===== src/rtl/bha_pkg.sv =====
package bha_pkg;

    localparam int BUS_GROUPS = 3;   // address, data, control

    typedef enum logic [1:0] {
        ST_OWN   = 2'd0,   // core owns and drives the buses
        ST_FLOAT = 2'd1,   // drivers off, grant not yet given
        ST_GRANT = 2'd2    // external master holds the buses
    } hold_state_e;

    typedef struct packed {
        logic grant;
        logic stall;
        logic drive;
    } hold_view_t;

    function automatic hold_view_t decode_state(hold_state_e st, logic rst);
        hold_view_t v;
        v.grant = (st == ST_GRANT) && !rst;
        v.stall = (st != ST_OWN) && !rst;
        v.drive = (st == ST_OWN) || rst;
        return v;
    endfunction

endpackage


===== src/rtl/bha_hold_fsm.sv =====
module bha_hold_fsm
    import bha_pkg::*;
(
    input  logic        clk_i,
    input  logic        rst_i,
    input  logic        req_i,
    input  logic        cycle_end_i,
    output hold_state_e state_o
);
    hold_state_e state_q, state_d;

    always_comb begin
        state_d = state_q;
        unique case (state_q)
            ST_OWN:   if (req_i && cycle_end_i) state_d = ST_FLOAT;
            ST_FLOAT: state_d = ST_GRANT;
            ST_GRANT: if (!req_i) state_d = ST_OWN;
            default:  state_d = ST_OWN;
        endcase
    end

    always_ff @(posedge clk_i) begin
        if (rst_i) state_q <= ST_OWN;
        else       state_q <= state_d;
    end

    assign state_o = state_q;
endmodule


===== src/rtl/bha_irq_gate.sv =====
module bha_irq_gate (
    input  logic rst_i,
    input  logic req_i,
    input  logic owned_i,
    input  logic intr_i,
    input  logic insn_end_i,
    output logic accept_o
);
    // priority: reset, then bus request, then interrupt
    always_comb begin
        if (rst_i)        accept_o = 1'b0;
        else if (req_i)   accept_o = 1'b0;
        else if (!owned_i) accept_o = 1'b0;
        else              accept_o = intr_i && insn_end_i;
    end
endmodule


===== src/rtl/bha_drive_fanout.sv =====
module bha_drive_fanout #(
    parameter int GROUPS = 3
) (
    input  logic              drive_i,
    output logic [GROUPS-1:0] oe_o
);
    for (genvar g = 0; g < GROUPS; g++) begin : g_grp
        assign oe_o[g] = drive_i;
    end
endmodule


===== src/rtl/bus_hold_arbiter.sv =====
module bus_hold_arbiter
    import bha_pkg::*;
(
    input  logic                  clk_i,
    input  logic                  rst_i,
    input  logic                  bus_req_i,
    input  logic                  cycle_end_i,
    input  logic                  intr_i,
    input  logic                  insn_end_i,
    output logic                  bus_grant_o,
    output logic                  exec_stall_o,
    output logic                  irq_accept_o,
    output logic [BUS_GROUPS-1:0] bus_oe_o
);
    hold_state_e state;
    hold_view_t  view;

    bha_hold_fsm u_fsm (
        .clk_i       (clk_i),
        .rst_i       (rst_i),
        .req_i       (bus_req_i),
        .cycle_end_i (cycle_end_i),
        .state_o     (state)
    );

    assign view = decode_state(state, rst_i);

    bha_irq_gate u_irq (
        .rst_i      (rst_i),
        .req_i      (bus_req_i),
        .owned_i    (view.drive),
        .intr_i     (intr_i),
        .insn_end_i (insn_end_i),
        .accept_o   (irq_accept_o)
    );

    bha_drive_fanout #(.GROUPS(BUS_GROUPS)) u_oe (
        .drive_i (view.drive),
        .oe_o    (bus_oe_o)
    );

    assign bus_grant_o  = view.grant;
    assign exec_stall_o = view.stall;
endmodule



===== config.mk =====
export PLATFORM = sky130hd
export DESIGN_NAME = bus_hold_arbiter
export DESIGN_NICKNAME = d
export VERILOG_FILES = /design/src/rtl/bha_pkg.sv /design/src/rtl/bha_hold_fsm.sv /design/src/rtl/bha_irq_gate.sv /design/src/rtl/bha_drive_fanout.sv /design/src/rtl/bus_hold_arbiter.sv
export SDC_FILE = /design/constraint.sdc
export NUM_CORES = 1
export LEC_CHECK = 0
export BUFFER_PORTS_ARGS = -buffer_cell sky130_fd_sc_hd__buf_2
export CAP_MARGIN = 20
export CELL_PAD_IN_SITES_DETAIL_PLACEMENT = 1
export CELL_PAD_IN_SITES_GLOBAL_PLACEMENT = 1
export CORE_AREA = 2 2 39 41
export CTS_CLUSTER_SIZE = 10
export DETAILED_ROUTE_END_ITERATION = 8
export DIE_AREA = 0 0 41 43
export PLACE_DENSITY_LB_ADDON = 0.1
export SLEW_MARGIN = 15
export SYNTH_ARGS = -nofsm -noshare
export SYNTH_HDL_FRONTEND = slang
export SYNTH_HIERARCHICAL = 1
export SYNTH_SLANG_ARGS = --single-unit

===== constraint.sdc =====
create_clock -name clk_i -period 2.2 [get_ports clk_i]
set_input_delay 0.55 -clock clk_i [delete_from_list [all_inputs] [get_ports clk_i]]
set_output_delay 0.55 -clock clk_i [all_outputs]
set_load 0.01 [all_outputs]

Word-level counts from Yosys, hierarchy flattened
Index checks and enable logic that the tools add are counted.
- register bits: 2
- output and inout port bits: 6
- word-level logic and storage cells: 20
- equal/unequal tests: 4
- mux-type cells: 6
- reduce and logical (&&, ||, !) cells: 9
- operator list (operator ; number):
    2-bit one-hot mux with 3 select lines ; 1
    1-bit logical AND ; 4
    2-bit two-way mux ; 2
    1-bit two-way mux ; 3
    2-bit by 1-bit equality test with 1-bit output (second input constant) ; 1
    2-bit equality test (second input constant) ; 1
    2-bit logical NOT ; 1
    2-bit by 1-bit inequality test with 1-bit output (second input constant) ; 1
    2-bit inequality test (second input constant) ; 1
    2-bit AND reduction ; 1
    2-bit nonzero test ; 1
    1-bit logical NOT ; 1
    1-bit logical OR ; 1

Logic depth before layout (Yosys ltp)
Gate-level depths: netlist (run 1).
- depth in word-level cells: 5
- mapped depth: 2
- depth with buffers taken out: 2

By module
The synthesis (run 1) kept the hierarchy.
- modules (own cells, without submodules) (module ; instances ; cells each ; area an instance (um^2)):
    bha_hold_fsm ; 1 ; 7 ; 68.8
    bus_hold_arbiter ; 1 ; 3 ; 30.0
    bha_drive_fanout ; 1 ; 3 ; 22.5
    bha_irq_gate ; 1 ; 2 ; 12.5

Worst setup path before layout (run 1)
No wires, ideal clock.
- path type: input to output
- from: in rst_i
- to: out irq_accept_o
- arrival time: 950 ps
- data required time: 1650 ps
- path slack: 700 ps
- cell stages on the path: 2
- cells stage by stage: o21bai_1 > and4_1
- longest elaborated chain between the ends: 4
- ends and longest elaborated chain (what ; RTL line ; text):
    start, declared ; bus_hold_arbiter.sv:5 ; input logic rst_i,
    1-bit logical OR ; bha_pkg.sv:21 ; v.drive = (st == ST_OWN) || rst;
    1-bit two-way mux ; bha_irq_gate.sv:13 ; else if (!owned_i) accept_o = 1'b0;
    1-bit two-way mux ; bha_irq_gate.sv:12 ; else if (req_i) accept_o = 1'b0;
    1-bit two-way mux (*) ; bha_irq_gate.sv:11 ; if (rst_i) accept_o = 1'b0;
    end, declared ; bus_hold_arbiter.sv:12 ; output logic irq_accept_o,
Every way passes the cells marked *; elsewhere a longest branch is shown, timed or not.

Final worst setup path (run 1)
Same ends and word-level chain as after synthesis.

==> results of run 1 <==
[layer usage]
metal  wire (µm)  GRT usage, %  vias to the layer above
met4           0          6.00                        0
met3          30          3.14                        0
li1            -             -                       73
met2         185          6.56                        6
met1         159          6.05                       65
met5           0             0                        -
[per-stage QoR]
step | hold slack [ps] | instances
floorplan | 466 | 15
global placement | 524 | 39
detailed placement | 516 | 39
CTS | 531 | 42
global route | 555 | 42
finish | 530 | 42
[worst max-delay path by stage]
stage	to	slack (ps)	from
4_1_cts	irq_accept_o	420	rst_i
5_1_grt	irq_accept_o	350	u_fsm/state_o[1]
2_1_floorplan	irq_accept_o	700	rst_i
3_5_place_dp	irq_accept_o	420	rst_i
6_report	irq_accept_o	440	rst_i
3_3_place_gp	irq_accept_o	440	rst_i
[synth_stat cells]
cell type,instances
nor2_1,1
and4_1,1
nand2b_1,1
o21bai_1,1
nand3b_1,1
nor4_1,1
nand2_1,1
o21ba_1,1
buf_4,3
nor3b_2,1
dfxtp_1,2
a21oi_1,1
[area by class of cell]
| type | count | area [µm²] |
|---|---|---|
| Clock buffer | 3 | 22.5 |
| Timing Repair Buffer | 11 | 55.1 |
| Tap cell | 16 | 20.0 |
| Fill cell | 169 | 1170 |
| Sequential cell | 2 | 40.0 |
| Multi-Input combinational cell | 10 | 71.3 |
[cells by family (layout without fill, tap and decap cells)]
group / Yosys count / count (layout)
flops: 2 / 2
simple gates: 7 / 7
buf+inv: 3 / 14
compound gates: 3 / 3
[worst reg2reg max path, stage by stage, from the launching register on]
cell and delay, ps:
dfxtp_1 350, nand3b_1 170, a21oi_1 150
[power by group through the flow]
| stage | sequential [mW] | combinational, mW | clock, mW |
|---|---|---|---|
| after floorplan | 0.0401 | 0.0109 | 0 |
| after global placement | 0.0408 | 0.0178 | 0 |
| after detailed placement | 0.0408 | 0.0180 | 0 |
| after CTS | 0.0403 | 0.0180 | 0.0871 |
| after global routing | 0.0406 | 0.0200 | 0.0887 |
| final | 0.0404 | 0.0174 | 0.0803 |
==> metrics.md, run 1 <==
| Metric | Value |
|---|---|
| Final wirelength | `between 300 and 400 µm` |
| Seq/Total Area, Yosys | `between 20% and 30%` |
| Clock power frac | `58.1%` |
| P_int | `0.107 mW` |
| First DRT Iteration DRCs | `0` |
| Worst Slack Setup Final | `approximately 440 ps` |
| Die Area | `approximately 1800 µm²` |
| Sequential power share | `around 30%` |
| Main combinational cell family by area after synthesis | `simple AND/OR/NAND/NOR gates` |
| Unrepaired setup endpoints after global routing | `false` |
| Vias in the first global route | `approximately 160` |
| Core Rows | `14` |
| Drt wl/cell | `approximately 9 µm` |
| Die W | `around 41 µm` |
| Hold-fix buffers at CTS | `0` |
| Dpl ws | `416 ps` |
| Largest net degree at the start of global routing | `7` |
| Via count | `~140` |
| Post-CTS setup buffers | `0` |
| Simple-gate area share of the yosys netlist | `around 36%` |
| Synth Area in XOR/XNOR | `0%` |
| CP Buf/Inv Count | `2` |
| Area after DPL | `186 µm²` |
| Compound-Gate Fraction of Synth Area | `16.8%` |
| Die height | `~43 µm` |
| Clock latency on the worst-skew pair | `220 ps` |
| Tot GR Track Use | `approximately 5.5%` |
| Synth cell types | `12` |
| Tmin final | `1760 ps` |
| R2R cell count | `2` |
| Setup TNS | `0 ps` |
| Crit path DAT | `approximately 1200 ps` |
| CTS Buf Count | `3` |
| Max_cap viols | `0` |
| Most used cell along the critical path | `buf_2` |
| Top cells by area, synth | `dfxtp_1 30%, buf_4 17%, nor3b_2 9.3%` |
| Final hold vios | `0` |
| Vias per Instance | `roughly 3.4` |
| HP Class | `register to register` |
| Most frequent cells in the layout | `11 x buf_2, 3 x clkbuf_4, 2 x dfxtp_1` |
| Setup CP Type | `primary input to primary output` |
| Crit path max-delay family | `buffers and inverters` |
| Switch Pwr | `~0.03 mW` |
| FF-to-FF setup slack | `around 1500 ps` |
| P_leak | `0.106 nW` |
| # diodes | `0` |
| Syn Area/Cell | `just under 9 µm²` |
| Worst vdd ir | `around 0.14 mV` |
| IO buf count | `11` |
| Routability-driven placement congestion ratio | `0.614` |
| Tot Pwr | `0.138 mW` |
| Synth area leader | `dfxtp_1` |
| Hpwl dp | `about 290 µm` |
| Critical-path cell list | `buf_2 > o21bai_1 > and4_1 > buf_2` |
| CTS clk-pin slew, worst paths | `roughly 30 ps` |
| CTS tree | `yes` |
| Crit share post-route | `80.0%` |
| Multiplexer share of the synthesized area | `0%` |
| # H-tree levels | `1` |
| CP endpoint kind | `primary output` |
| Synthesized cell area | `approximately 130 µm²` |
| Setup violations, final | `0` |
| Post-route DRC | `0` |
| Switching Share | `between 20% and 30%` |
| Resize count post-CTS | `0` |
| Num Clock Sinks | `2` |
| GR Overflow Total | `0` |
| Combinational power share | `~13%` |
| Most common cell after layout, fill and taps aside | `buf_2` |
| Status | `finished, final reports clean` |
| Synth Register Bits | `2` |
| Top-area cell type share of the netlist area | `between 20% and 30%` |
| Final Max Tran Viols | `0` |
| Share of cells above drive strength 1 | `between 50 and 60%` |
| Worst endpoint required time | `1650 ps` |
| Final #Nets | `34` |
| FMAX | `0.569 GHz` |
| Clock root cell | `clkbuf_4` |
| Pwr dens | `661 nW/µm²` |
| Finished Core Util | `about 15%` |
| Critical path's largest stage delay | `200 ps` |
| Crit-path max FO | `6` |
| Area grow syn2layout | `56.1%` |
| Hold path startpoint | `u_fsm/state_o[1]` |
| First-pass GRT wire length | `607 µm` |
| Adder-cell share of the synthesized area | `0%` |
| Reg2reg end | `u_fsm/state_o[1]` |
| WP depth | `4` |
| Initial antenna violation count | `0` |
| Hold depth | `1` |
| Post-route antenna net violation count | `0` |
| Hold path endpoint | `u_fsm/state_o[0]` |
| CP max-delay cell | `and4_1` |
| CP Launch Type | `primary input` |
| Synth warn | `6` |
| DR pass1 iterations | `1` |
| Worst-Margin Slew | `roughly 230 ps` |
| # IOs | `12` |
| Initial Util | `9.67%` |
| Clk_skew | `about 1.1 ps` |
| Max_slew headroom | `84.4%` |
| Longest Clk Path Bufs | `2` |
| Placeable Area | `around 1400 µm²` |
| Critical register-to-register path startpoint | `u_fsm/state_o[0]` |
| Design area | `209 µm²` |
| Max reg flops | `2` |
| Cell count after synthesis | `15` |
| Syn nets | `21` |
Note: power is estimated with default switching activity, not from simulation.
==> inputs of run 2 (changes only) <==
==> constraint.sdc (replaced) <==
create_clock -name clk_i -period 1.7 [get_ports clk_i]
set_input_delay 0.425 -clock clk_i [delete_from_list [all_inputs] [get_ports clk_i]]
set_output_delay 0.425 -clock clk_i [all_outputs]
set_load 0.01 [all_outputs]
==> run 2 against run 1 <==
Against the previous run: clock-buffer cell count is the same; sequential share of layout area shrank 0.34 points; register-to-register slack lost 510 ps; clock power grew 30%; first-iteration DRC count grew 1; utilization grew 0.27 points; worst hold slack lost 98 ps; global-route usage is the same; wire length shrank 0.53%; total power grew 30%.
==> metrics.md, run 2 (same netlist as run 1, synthesis figures left out) <==
| Metric | Value |
|---|---|
| CTS Buf Count | `3 (unchanged)` |
| # H-tree levels | `1 (unchanged)` |
| Final wirelength | `373 µm (-0.53%)` |
| Placeable Area | `1380 µm² (unchanged)` |
| # IOs | `12 (unchanged)` |
| Final hold vios | `0 (unchanged)` |
| # diodes | `0 (unchanged)` |
| Worst endpoint required time | `1270 ps (-380 ps)` |
| Vias in the first global route | `157 (unchanged)` |
| Most frequent cells in the layout | `11 x buf_2, 3 x clkbuf_4, 2 x dfxtp_1` |
| Post-route antenna net violation count | `0 (unchanged)` |
| First DRT Iteration DRCs | `1 (+1)` |
| Setup TNS | `0 ps (unchanged)` |
| Final #Nets | `34 (unchanged)` |
| Die W | `41 µm (unchanged)` |
| Max_slew headroom | `85.1% (+0.74 points)` |
| Routability-driven placement congestion ratio | `0.614 (unchanged)` |
| Sequential power share | `29.3% (about the same)` |
| CTS clk-pin slew, worst paths | `30 ps (about the same)` |
| Area grow syn2layout | `58.9%` |
| Hpwl dp | `294 µm (unchanged)` |
| Post-CTS setup buffers | `0 (unchanged)` |
| Switch Pwr | `0.0400 mW (+31%)` |
| Longest Clk Path Bufs | `2 (unchanged)` |
| Clock power frac | `57.9% (-0.2 points)` |
| Resize count post-CTS | `0 (unchanged)` |
| Most common cell after layout, fill and taps aside | `buf_2` |
| Clock latency on the worst-skew pair | `220 ps (about the same)` |
| Post-Layout Cell Count | `42 (unchanged)` |
| Hold-fix buffers at CTS | `0 (unchanged)` |
| Fillcell total | `168 (-0.59%)` |
| FMAX | `approximately 0.66 GHz` |
| Crit-path max FO | `6 (unchanged)` |
| CTS tree | `yes` |
| Post-route DRC | `0 (unchanged)` |
| Die Area | `1760 µm² (unchanged)` |
| Clk_skew | `1.61 ps (+0.557 ps)` |
| Register area | `40.0 µm² (unchanged)` |
| Largest net degree at the start of global routing | `7 (unchanged)` |
| CP endpoint kind | `primary output` |
| Unrepaired setup endpoints after global routing | `false` |
| Setup CP Type | `register to primary output` |
| Worst vdd ir | `0.176 mV (+29%)` |
| Clock root cell | `clkbuf_4` |
| Drt wl/cell | `8.88 µm (-0.53%)` |
| Vias per Instance | `3.48 (+1.4%)` |
| Setup violations, final | `0 (unchanged)` |
| First-pass GRT wire length | `607 µm (unchanged)` |
| Worst-Margin Slew | `223 ps (-11.0 ps)` |
| Multi-input gate area | `75.1 µm² (+5.3%)` |
| Pwr dens | `844 nW/µm² (+28%)` |
| Placed cells | `39 (unchanged)` |
| Tot GR Track Use | `5.51% (unchanged)` |
| Combinational power share | `12.8% (+0.2 points)` |
| Status | `finished, final reports clean` |
| Via count | `146 (+1.4%)` |
| IO buf count | `11 (unchanged)` |
| Max_cap viols | `0 (unchanged)` |
| HP Class | `primary input to register` |
| P_leak | `0.103 nW (-3.0%)` |
| Tmin final | `1520 ps` |
| Num Clock Sinks | `2 (unchanged)` |
| DR pass1 iterations | `2 (+1)` |
| GR Overflow Total | `0 (unchanged)` |
| Crit share post-route | `89.2%` |
| Switching Share | `22.3% (+0.11 points)` |
| Crit path DAT | `1090 ps (-120 ps)` |
| Core Rows | `14 (unchanged)` |
| Final Max Tran Viols | `0 (unchanged)` |
| Max reg flops | `2 (unchanged)` |
| P_int | `0.140 mW (+30%)` |
| Share of cells above drive strength 1 | `61.5% (+3.8 points)` |
| CP Launch Type | `register` |
| Die height | `43 µm (unchanged)` |
| Initial antenna violation count | `0 (unchanged)` |
| Initial Util | `9.67% (unchanged)` |
## run 2: critical path, stage by stage (launching register included)
cell      delay, ps
dfxtp_1         350
o21bai_2        200
and4_1          190
buf_2           120
## run 2: stage by stage
step / util [%] / power [mW] / setup slack [ps] / area (µm²) / hold WS (ps)
final: 15.4 / 0.180 / 183 / 213 / 432
after global routing: 15.4 / 0.194 / 77.8 / 213 / 448
after CTS: 15.1 / 0.188 / 76.6 / 209 / 424
after detailed placement: 13.5 / 0.0761 / 166 / 186 / 516
after global placement: 13.5 / 0.0758 / 191 / 186 / 524
after floorplan: - / 0.0660 / 450 / 134 / 466
## run 2: final timing paths
path / startpoint / endpoint / slack (ps) / cells after the start
min reg2reg: u_fsm/state_o[1] / u_fsm/state_o[0] / 550 / 1
max: u_fsm/state_o[1] / irq_accept_o / 180 / 3
max reg2reg: u_fsm/state_o[0] / u_fsm/state_o[1] / 950 / 2
min: cycle_end_i / u_fsm/state_o[0] / 430 / 3
## run 2: routing by layer
layer | track usage (%) | vias to the layer above | part of all wire (%)
met2 | 6.56 | 6 | 50
met4 | 6.00 | 0 | 0
met3 | 3.14 | 0 | 8.0
met5 | 0 | - | 0
li1 | - | 73 | -
met1 | 6.05 | 67 | 42
## run 2: cell type report
type	instances	area share (%)
timing repair buffer	11	25.9
tap	16	9.41
clock buffer	3	10.6
sequential	2	18.8
multi-input combinational	10	35.3
## run 2: power groups by stage
stage,combinational (mW),clock [mW],sequential [mW]
after floorplan,0.0141,0,0.0519
after CTS,0.0233,0.113,0.0521
after global routing,0.0263,0.115,0.0528
after global placement,0.0231,0,0.0527
final,0.0230,0.104,0.0525
after detailed placement,0.0234,0,0.0528
==> inputs of run 3 (changes only) <==
==> constraint.sdc (replaced) <==
create_clock -name clk_i -period 1.2 [get_ports clk_i]
set_input_delay 0.3 -clock clk_i [delete_from_list [all_inputs] [get_ports clk_i]]
set_output_delay 0.3 -clock clk_i [all_outputs]
set_load 0.01 [all_outputs]
==> run 3 against run 2 <==
Against the previous run: the run now ends with setup timing left; sequential share of layout area is 3.3 points lower; highest routed layer unchanged; critical path type unchanged; register-to-register slack worse by 570 ps; final area is 25% higher.
==> metrics.md, run 3 (same netlist as run 1, synthesis figures left out) <==
| Metric | Value |
|---|---|
| Status | `complete, but fails checks` |
| Violated checks | `setup timing` |
| CP Buf/Inv Count | `1 (unchanged)` |
| Hold-fix buffers at CTS | `0 (unchanged)` |
| # H-tree levels | `1 (unchanged)` |
| IO buf count | `11 (unchanged)` |
| Register area | `41.3 µm² (+3.1%)` |
| CP Launch Type | `register` |
| DR pass1 iterations | `1 (-1)` |
| Share of cells above drive strength 1 | `67.7% (+6.2 points)` |
| Placeable Area | `1380 µm² (unchanged)` |
| CP max-delay cell | `dfxtp_2` |
| Dpl ws | `-14.7 ps (-180 ps)` |
| CTS clk-pin slew, worst paths | `30 ps (about the same)` |
| Max reg flops | `2 (unchanged)` |
| Multi-input gate area | `71.3 µm² (-5.0%)` |
| Routability-driven placement congestion ratio | `0.687 (+12%)` |
| Critical-path cell list | `o21bai_1 > and4_1 > buf_2` |
| Initial Util | `9.67% (unchanged)` |
| First-pass GRT wire length | `683 µm (+13%)` |
| First DRT Iteration DRCs | `0 (-1)` |
| Post-route antenna net violation count | `0 (unchanged)` |
| Final #Nets | `39 (+15%)` |
| Crit share post-route | `107%` |
| Fillcell total | `166 (-1.2%)` |
| Vias per Instance | `3.49 (+0.38%)` |
| Max_slew headroom | `86.1% (+0.97 points)` |
| # diodes | `0 (unchanged)` |
| Final wirelength | `403 µm (+8.0%)` |
| Drt wl/cell | `8.57 µm (-3.5%)` |
| Die Area | `1760 µm² (unchanged)` |
| Post-CTS setup buffers | `0 (unchanged)` |
| Longest Clk Path Bufs | `2 (unchanged)` |
| Most common cell after layout, fill and taps aside | `buf_2` |
| Initial antenna violation count | `0 (unchanged)` |
| Final Max Tran Viols | `0 (unchanged)` |
| Num Clock Sinks | `2 (unchanged)` |
| CTS Buf Count | `3 (unchanged)` |
| Die height | `43 µm (unchanged)` |
| DR WL met3 | `23 µm (-23%)` |
| Vias in the first global route | `178 (+13%)` |
| Tot GR Track Use | `6.31% (+0.80 points)` |
| CP endpoint kind | `primary output` |
| Critical path's largest stage delay | `320 ps (-30 ps)` |
| Final hold vios | `0 (unchanged)` |
| Setup CP Type | `register to primary output` |
| Core Rows | `14 (unchanged)` |
| Finished Core Util | `19.3% (+3.9 points)` |
| Post-route DRC | `0 (unchanged)` |
| # IOs | `12 (unchanged)` |
| FMAX | `about 0.78 GHz` |
| P_leak | `0.141 nW (+37%)` |
| Wl on met1 | `153 µm (-3.2%)` |
| HP Class | `primary input to register` |
| Max_cap viols | `0 (unchanged)` |
| Via count | `164 (+12%)` |
| Crit path max-delay family | `flip-flops` |
| Die W | `41 µm (unchanged)` |
| Unrepaired setup endpoints after global routing | `true` |
| Largest net degree at the start of global routing | `6 (-1)` |
| Crit-path max FO | `3 (-3)` |
| Pwr dens | `1010 nW/µm² (+20%)` |
| GR Overflow Total | `0 (unchanged)` |
| Area grow syn2layout | `99.1%` |
| Clock latency on the worst-skew pair | `220 ps (about the same)` |
| Worst Slack Setup Final | `-89.6 ps (-272 ps)` |
| Crit path DAT | `990 ps (-100 ps)` |
| Most frequent cells in the layout | `8 x buf_2, 5 x buf_4, 3 x clkbuf_4, 3 x buf_6` |
| Clk_skew | `1.25 ps (-0.360 ps)` |
| Worst endpoint required time | `900 ps (-370 ps)` |
| Setup violations, final | `6 (+6)` |
| Clock root cell | `clkbuf_4` |
| CTS tree | `yes` |
| Tmin final | `about 1300 ps` |
| Worst-Margin Slew | `207 ps (-16.1 ps)` |
| Worst vdd ir | `0.247 mV (+40%)` |
| Met2 routed WL | `226 µm (+22%)` |
| Top Metal Used | `met3` |
| Hold Slack | `313 ps (-119 ps)` |
## run 3: cell count changes in the layout (fill, tap and decap cells not counted)
cell | previous run | this run
buf_2 | 11 | 8
dfxtp_1 | 2 | 1
buf_4 | 0 | 5
dfxtp_2 | 0 | 1
o21bai_2 | 1 | 0
buf_6 | 0 | 3
o21bai_1 | 0 | 1
## run 3: path summary, 6_finish.rpt
kind	startpoint	to	slack [ps]	cells past startpoint
setup / recovery	u_fsm/state_o[1]	irq_accept_o	-90	3
hold / removal	cycle_end_i	u_fsm/state_o[0]	310	3
setup reg to reg	u_fsm/state_o[0]	u_fsm/state_o[1]	380	3
hold reg to reg	u_fsm/state_o[1]	u_fsm/state_o[0]	540	2
## run 3: area by class of cell
type / count / share of cell area (%)
timing repair buffer: 16 / 41.8
multi-input combinational: 10 / 26.8
sequential: 2 / 15.5
clock buffer: 3 / 8.45
tap: 16 / 7.51
## run 3: worst reg2reg max path: cells and delay by family, from the launching register on
kind	cells	cell delay, ps
buffers and inverters	1	150
AOI/OAI and AO/OA	1	150
DFF	1	300
and+or+nand+nor	1	150
## run 3: repair_timing
item,in CTS,in global routing
gates resized for setup,4,0
pin swaps,2,0
endpoints found under the setup margin,6,6
## run 3: per-stage QoR
stage	power, mW	cells	setup TNS, ps	cell area (µm²)
detailed placement	0.119	44	-14.7	224
global route	0.289	47	-745	267
finish	0.270	47	-337	267
global placement	0.118	44	-7.38	224
floorplan	0.0935	15	0	134
CTS	0.283	47	-512	267
## run 3: power by group
part           switching [mW]  internal (mW)
logic                  0.0204         0.0309
clock network          0.0367          0.110
registers             0.00174         0.0700
## run 3: layer usage
layer / track usage [%] / up-vias
met2: 8.44 / 6
met3: 1.57 / 0
li1: - / 83
met5: 0 / -
met1: 6.69 / 75
met4: 8.00 / 0
